### src/rtl/uaddr_pkg.sv
package uaddr_pkg;
  localparam int ADDR_W = 7;
  localparam int WORD_W = 20;
  localparam int UOP_W  = 9;
  localparam int OPC_W  = 4;
  localparam int SEL_W  = 2;

  localparam int TGT_LSB = 0;
  localparam int BR_LSB  = ADDR_W;
  localparam int SEL_LSB = ADDR_W + 2;
  localparam int UOP_LSB = ADDR_W + 2 + SEL_W;

  typedef enum logic [1:0] {
    BR_JUMP = 2'b00,
    BR_CALL = 2'b01,
    BR_RET  = 2'b10,
    BR_MAP  = 2'b11
  } br_kind_e;

  typedef enum logic [1:0] {
    SEL_ALWAYS = 2'b00,
    SEL_INDIR  = 2'b01,
    SEL_SIGN   = 2'b10,
    SEL_ZERO   = 2'b11
  } cond_sel_e;

  typedef struct packed {
    logic [UOP_W-1:0]  uop;
    cond_sel_e         sel;
    br_kind_e          br;
    logic [ADDR_W-1:0] tgt;
  } uword_t;
endpackage

### src/rtl/uaddr_store.sv
module uaddr_store #(
  parameter int AW = 7,
  parameter int DW = 20
) (
  input  logic          clk,
  input  logic          we,
  input  logic [AW-1:0] waddr,
  input  logic [DW-1:0] wdata,
  input  logic [AW-1:0] raddr,
  output logic [DW-1:0] rdata
);
  localparam int DEPTH = 1 << AW;

  logic [DW-1:0] mem [DEPTH];

  // Write port and registered read port, in a form that maps onto block RAM.
  always_ff @(posedge clk) begin
    if (we) mem[waddr] <= wdata;
    rdata <= mem[raddr];
  end
endmodule

### src/rtl/uaddr_cond.sv
module uaddr_cond #(
  parameter int SW = 2
) (
  input  logic [SW-1:0] sel,
  input  logic          indir,
  input  logic          sign,
  input  logic          zero,
  output logic          cond
);
  localparam int NSRC = 1 << SW;

  logic [NSRC-1:0] src;

  // Index 0 is the constant-true source; the three flags follow in select order.
  generate
    for (genvar g = 0; g < NSRC; g++) begin : g_src
      if (g == 0)      begin : g_one assign src[g] = 1'b1;  end
      else if (g == 1) begin : g_ind assign src[g] = indir; end
      else if (g == 2) begin : g_sgn assign src[g] = sign;  end
      else if (g == 3) begin : g_zer assign src[g] = zero;  end
      else             begin : g_pad assign src[g] = 1'b0;  end
    end
  endgenerate

  assign cond = src[sel];
endmodule

### src/rtl/uaddr_next.sv
module uaddr_next
  import uaddr_pkg::*;
#(
  parameter int AW  = 7,
  parameter int OPW = 4
) (
  input  logic [AW-1:0]  car,
  input  logic [AW-1:0]  sbr,
  input  br_kind_e       br,
  input  logic [AW-1:0]  tgt,
  input  logic           cond,
  input  logic [OPW-1:0] opcode,
  output logic [AW-1:0]  nxt,
  output logic           sbr_we,
  output logic [AW-1:0]  sbr_d
);
  localparam int MAP_LO = 2;
  localparam int MAP_HI = AW - OPW - MAP_LO;

  logic [AW-1:0] incr;
  logic [AW-1:0] mapped;

  // The increment wraps at the top of the address space.
  assign incr   = car + AW'(1);
  assign mapped = {{MAP_HI{1'b0}}, opcode, {MAP_LO{1'b0}}};
  assign sbr_d  = incr;

  always_comb begin
    nxt    = incr;
    sbr_we = 1'b0;
    unique case (br)
      BR_JUMP: nxt = cond ? tgt : incr;
      BR_CALL: begin
        nxt    = cond ? tgt : incr;
        sbr_we = cond;
      end
      BR_RET:  nxt = sbr;
      BR_MAP:  nxt = mapped;
      default: nxt = incr;
    endcase
  end
endmodule

### src/rtl/uaddr_sequencer.sv
module uaddr_sequencer
  import uaddr_pkg::*;
#(
  parameter logic [ADDR_W-1:0] START_ADDR = 7'd64
) (
  input  logic              clk,
  input  logic              rst,
  input  logic              pl_we,
  input  logic [ADDR_W-1:0] pl_addr,
  input  logic [WORD_W-1:0] pl_data,
  input  logic              indir_i,
  input  logic              acsign_i,
  input  logic              aczero_i,
  input  logic [OPC_W-1:0]  opcode_i,
  output logic [UOP_W-1:0]  uop_o,
  output logic [ADDR_W-1:0] car_o
);
  logic [ADDR_W-1:0] car_q;
  logic [ADDR_W-1:0] sbr_q;
  logic [WORD_W-1:0] cdr_raw;
  uword_t            cdr_q;
  logic [ADDR_W-1:0] nxt_w;
  logic [ADDR_W-1:0] rd_addr;
  logic              cond_w;
  logic              sbr_we;
  logic [ADDR_W-1:0] sbr_d;
  logic              st_we;

  // Writes reach the store only while reset holds the sequencer.
  assign st_we = pl_we & rst;

  // The store is read at the address the register is about to take,
  // so the data register always holds the word at car_q.
  assign rd_addr = rst ? START_ADDR : nxt_w;

  uaddr_store #(.AW(ADDR_W), .DW(WORD_W)) u_store (
    .clk   (clk),
    .we    (st_we),
    .waddr (pl_addr),
    .wdata (pl_data),
    .raddr (rd_addr),
    .rdata (cdr_raw)
  );

  assign cdr_q = uword_t'(cdr_raw);

  uaddr_cond #(.SW(SEL_W)) u_cond (
    .sel   (cdr_q.sel),
    .indir (indir_i),
    .sign  (acsign_i),
    .zero  (aczero_i),
    .cond  (cond_w)
  );

  uaddr_next #(.AW(ADDR_W), .OPW(OPC_W)) u_next (
    .car    (car_q),
    .sbr    (sbr_q),
    .br     (cdr_q.br),
    .tgt    (cdr_q.tgt),
    .cond   (cond_w),
    .opcode (opcode_i),
    .nxt    (nxt_w),
    .sbr_we (sbr_we),
    .sbr_d  (sbr_d)
  );

  always_ff @(posedge clk) begin
    if (rst) begin
      car_q <= START_ADDR;
      sbr_q <= '0;
    end else begin
      car_q <= nxt_w;
      if (sbr_we) sbr_q <= sbr_d;
    end
  end

  assign car_o = car_q;
  assign uop_o = cdr_q.uop;
endmodule

### config.mk
export PLATFORM = sky130hd
export DESIGN_NAME = uaddr_sequencer
export DESIGN_NICKNAME = d
export VERILOG_FILES = /design/src/rtl/uaddr_pkg.sv /design/src/rtl/uaddr_store.sv /design/src/rtl/uaddr_cond.sv /design/src/rtl/uaddr_next.sv /design/src/rtl/uaddr_sequencer.sv
export SDC_FILE = /design/constraint.sdc
export NUM_CORES = 2
export LEC_CHECK = 0
export BUFFER_PORTS_ARGS = -buffer_cell sky130_fd_sc_hd__buf_2
export CAP_MARGIN = 10
export CORE_MARGIN = 3
export CORE_UTILIZATION = 44
export CTS_CLUSTER_DIAMETER = 50
export DETAILED_ROUTE_END_ITERATION = 12
export PLACE_DENSITY_LB_ADDON = 0.15
export SLEW_MARGIN = 20
export SYNTH_ARGS = -nofsm -noshare
export SYNTH_HDL_FRONTEND = slang
export SYNTH_HIERARCHICAL = 1
export SYNTH_SLANG_ARGS = --single-unit
### constraint.sdc
create_clock -name clk -period 10.5 [get_ports clk]
set_input_delay 1.05 -clock clk [delete_from_list [all_inputs] [get_ports clk]]
set_output_delay 1.05 -clock clk [all_outputs]
set_load 0.05 [all_outputs]
==> impl_metrics.py <==
metrics = {
    "status": {
        "status": "complete, no violations",
    },
    "grt": {
        "grt_use_total_pct": 22.7,
        "number_of_global_route_vias_before_repair": 45900,
        "number_of_antenna_violations_at_the_first_check_in_global_routing": 22,
        "grt_remaining_overflow": 0,
        "grt_max_degree": 97,
        "grt_pass1_wl_um": 364000,
    },
    "synth": {
        "syn_nets": 3941,
        "synth_sequential_area_ratio_pct": 78.5,
        "post_syn_instances": 3903,
        "async_flop_share_pct": 0,
        "yosys_register_bits": 2594,
        "mappedNetlistArea_um2": 98800,
        "synth-warning-count": 6,
        "synth_edf_count": 2560,
        "netlist-cell-type-count": 35,
        "synthesis.area_per_instance_um2": 25.3,
        "postSynth.topFlopCell": "sky130_fd_sc_hd__edfxtp_1",
    },
    "worst_setup_path": {
        "reg2reg_end": "u_store/rdata[9]",
        "crit_type": "flip-flop to flip-flop",
        "critical_path.startpoint_type": "flip-flop",
        "timing.reg2reg.setup_slack_ns": 4.47,
        "cp-end-kind": "flip-flop",
        "critical_path.max_fanout": 34,
        "timing.rr.start": "u_store/rdata[10]",
        "reg2reg_depth": 11,
        "worstPathRequired_ns": 11.29,
        "crit_arrival_ns": 6.83,
    },
    "routing": {
        "routed_wirelength_um": 258000,
        "detailedRoute.firstPassIterationCount": 5,
        "via_count": 44700,
        "detail-route-antenna-nets": 0,
        "post_drt_via_cell_ratio": 6.02,
        "detail_route.iter0.violations": 5051,
        "post_drt_wl_per_cell_um": 34.8,
        "detail_route.drc_violations": 0,
    },
    "sta": {
        "timing_hold_violations_final": 0,
        "period_share_pct": 57.4,
        "timing.final.max_slew_violations": 0,
        "finalSetupTns_ns": 0,
        "final.min_clock_period_ns": 6.03,
        "fin_ws_ns": 4.47,
        "grt_setup_unrepaired": "false",
        "fin_worst_skew_ns": 0.0555,
        "count_of_endpoints_failing_setup_in_the_final_report": 0,
        "worstMarginPinSlew_ns": 1.16,
        "slew_headroom_pct": 22.6,
        "clock.fmax_mhz": 166,
    },
    "cts": {
        "clk-insertion-delay-late_ns": 0.93,
        "max-clock-path-buffers": 4,
        "cts_sinks": 2594,
        "cts_root_buffer": "sky130_fd_sc_hd__clkbuf_16",
        "worst_setup_hold_path_clk_slew_ns": 0.06,
        "cts_resized": 0,
        "cts_setup_buffers": 0,
        "tritoncts": "yes",
        "tritoncts.num_buffers": 300,
        "htree_depth": 5,
        "cts.hold.buffers_added": 0,
    },
    "finish": {
        "synthToLayoutAreaGrowth_pct": 14.7,
        "final-seq-area_um2": 77600,
        "area_occupied_by_multi_input_gates_um2": 20700,
        "nets": 4276,
        "post_route_cells_drive_above_1_share_pct": 37.1,
        "layout.cells.most_common_list": "sky130_fd_sc_hd__edfxtp_1 (2560), sky130_fd_sc_hd__mux4_2 (840), sky130_fd_sc_hd__clkbuf_16 (307), sky130_fd_sc_hd__buf_4 (193), sky130_fd_sc_hd__nor2_2 (117)",
        "finish.utilization_pct": 50.9,
        "fill_cell_total_of_the_finished_layout": 17100,
        "layout.cells.most_common": "sky130_fd_sc_hd__edfxtp_1",
    },
    "min_path": {
        "min_from": "sbr_q[5]",
        "hold_path_depth": 2,
        "hold_path_class": "flip-flop to flip-flop",
        "worstHoldEndpoint": "sbr_q[5]",
    },
    "power": {
        "sequential_fraction_of_design_power_pct": 41.3,
        "combPwrFrac_pct": 23.1,
        "power_per_cell_area_nw_per_um2": 249,
        "internal-power_mw": 20.5,
        "power.switching_fraction_pct": 27.4,
        "p_clk_share_pct": 35.7,
        "static-leakage-power_nw": 34.1,
        "maximum_resistive_drop_on_vdd_mv": 0.200,
        "power.net_switching_mw": 7.72,
    },
    "place": {
        "finalWeightedCongestion": 0.773,
        "dp_hpwl_um": 142000,
        "portBuffers": 52,
        "placement_stage_worst_setup_slack_ns": 4.04,
    },
    "floorplan": {
        "total_i_o_pin_count": 53,
        "floorplan.initialDensity_pct": 44.4,
        "die_area_um2": 230000,
        "placeableCoreArea_um2": 223000,
        "dieHeight_um": 480,
        "placement_rows": 173,
        "chipWidth_um": 480,
    },
    "flow_run": {
        "drv_cap": 0,
    },
}
[worst max path at each step]
stage	start	to	slack (ns)	cells past startpoint
2_1_floorplan	aczero_i	u_store/rdata[10]	6.22	13
4_1_cts	u_store/rdata[10]	u_store/rdata[9]	4.37	11
5_1_grt	u_store/rdata[10]	u_store/rdata[8]	4.16	11
3_5_place_dp	aczero_i	u_store/rdata[9]	4.04	12
6_report	u_store/rdata[10]	u_store/rdata[9]	4.47	11
3_3_place_gp	aczero_i	u_store/rdata[9]	4.00	12
[registers in the layout (all words and copies together) (netlist names)]
signal	flops
car_o	7
u_store/mem	2560
sbr_q	7
u_store/rdata	20
[critical path, cell delays in order (launching register included)]
cell and delay (ns):
sky130_fd_sc_hd__dfxtp_1 0.64, sky130_fd_sc_hd__mux2i_1 0.16, sky130_fd_sc_hd__a21oi_1 0.76, sky130_fd_sc_hd__a21oi_1 0.16, sky130_fd_sc_hd__o21ai_0 0.23, sky130_fd_sc_hd__and2b_4 0.52, sky130_fd_sc_hd__buf_4 0.44, sky130_fd_sc_hd__buf_4 0.64
sky130_fd_sc_hd__mux4_2 0.62, sky130_fd_sc_hd__mux4_2 0.61, sky130_fd_sc_hd__mux4_2 0.68, sky130_fd_sc_hd__mux2_2 0.32
[synthesized netlist by cell type, types with 2 or more instances]
master                     count  area (um^2)
sky130_fd_sc_hd__nor3_2        2         20.0
sky130_fd_sc_hd__or2_2         3         18.8
sky130_fd_sc_hd__nor2b_1      10         62.6
sky130_fd_sc_hd__mux2i_1      12          120
sky130_fd_sc_hd__nor3_1       10         50.1
sky130_fd_sc_hd__a21oi_1       2         10.0
sky130_fd_sc_hd__nor2_1      131          492
sky130_fd_sc_hd__o21a_1        2         15.0
sky130_fd_sc_hd__nand4_1       3         18.8
sky130_fd_sc_hd__nand3_1      14         70.1
sky130_fd_sc_hd__xnor2_1       2         17.5
sky130_fd_sc_hd__nand2b_1      4         25.0
sky130_fd_sc_hd__dfxtp_1      34          681
sky130_fd_sc_hd__mux4_2      840        18900
sky130_fd_sc_hd__o21ai_0       3         15.0
sky130_fd_sc_hd__mux2_2       22          248
sky130_fd_sc_hd__buf_2        68          340
sky130_fd_sc_hd__edfxtp_1   2560        76900
sky130_fd_sc_hd__buf_1         7         26.3
sky130_fd_sc_hd__clkbuf_1    129          484
sky130_fd_sc_hd__nand2_1      24         90.1
sky130_fd_sc_hd__buf_6         3         33.8
sky130_fd_sc_hd__o221a_2       2         22.5
sky130_fd_sc_hd__and2b_1       5         37.5
[cells by family after synthesis]
logic type               share of synthesized area (%)
adder cells (fa/ha/maj)                         0.0127
multiplexers                                      19.5
AND/OR/NAND/NOR                                  0.937
buffers and inverters                            0.899
AO/OA/AOI/OAI                                   0.0925
XOR/XNOR                                        0.0266
flip-flops                                        78.5
[final cells by class]
class / instances / area share [%]
sequential: 2594 / 68.4
tap: 2975 / 3.28
clock buffer: 370 / 7.05
multi-input combinational: 1101 / 18.3
antenna: 9 / 0.0199
timing repair buffer: 240 / 1.68
clock inverter: 140 / 1.27
inverter: 1 / 0.00331
[power groups by stage]
stage	logic, mW	clock network [mW]	registers [mW]
after floorplan	4.14	0	11.8
after global placement	6.60	0	11.9
after detailed placement	6.59	0	11.9
after CTS	6.61	10.3	11.6
after global routing	6.82	10.7	11.6
final	6.50	10.1	11.6
[metrics by stage]
| step | instances | total power [mW] | instance area [um^2] | hold WS [ns] |
|---|---|---|---|---|
| floorplan | 3903 | 16.0 | 98800 | 0.456 |
| global placement | 6911 | 18.5 | 104000 | 0.471 |
| detailed placement | 6911 | 18.5 | 104000 | 0.486 |
| CTS | 7421 | 28.5 | 113000 | 0.431 |
| global route | 7423 | 29.2 | 113000 | 0.504 |
| finish | 7430 | 28.2 | 113000 | 0.498 |
[metal layers]
metal | global-route usage, % | share of wire [%]
met1 | 32.7 | 41
met5 | 0 | 0.016
met2 | 35.9 | 48
met4 | 6.18 | 2.5
met3 | 4.44 | 7.7
No activity file was read; power rests on OpenSTA's default activity.
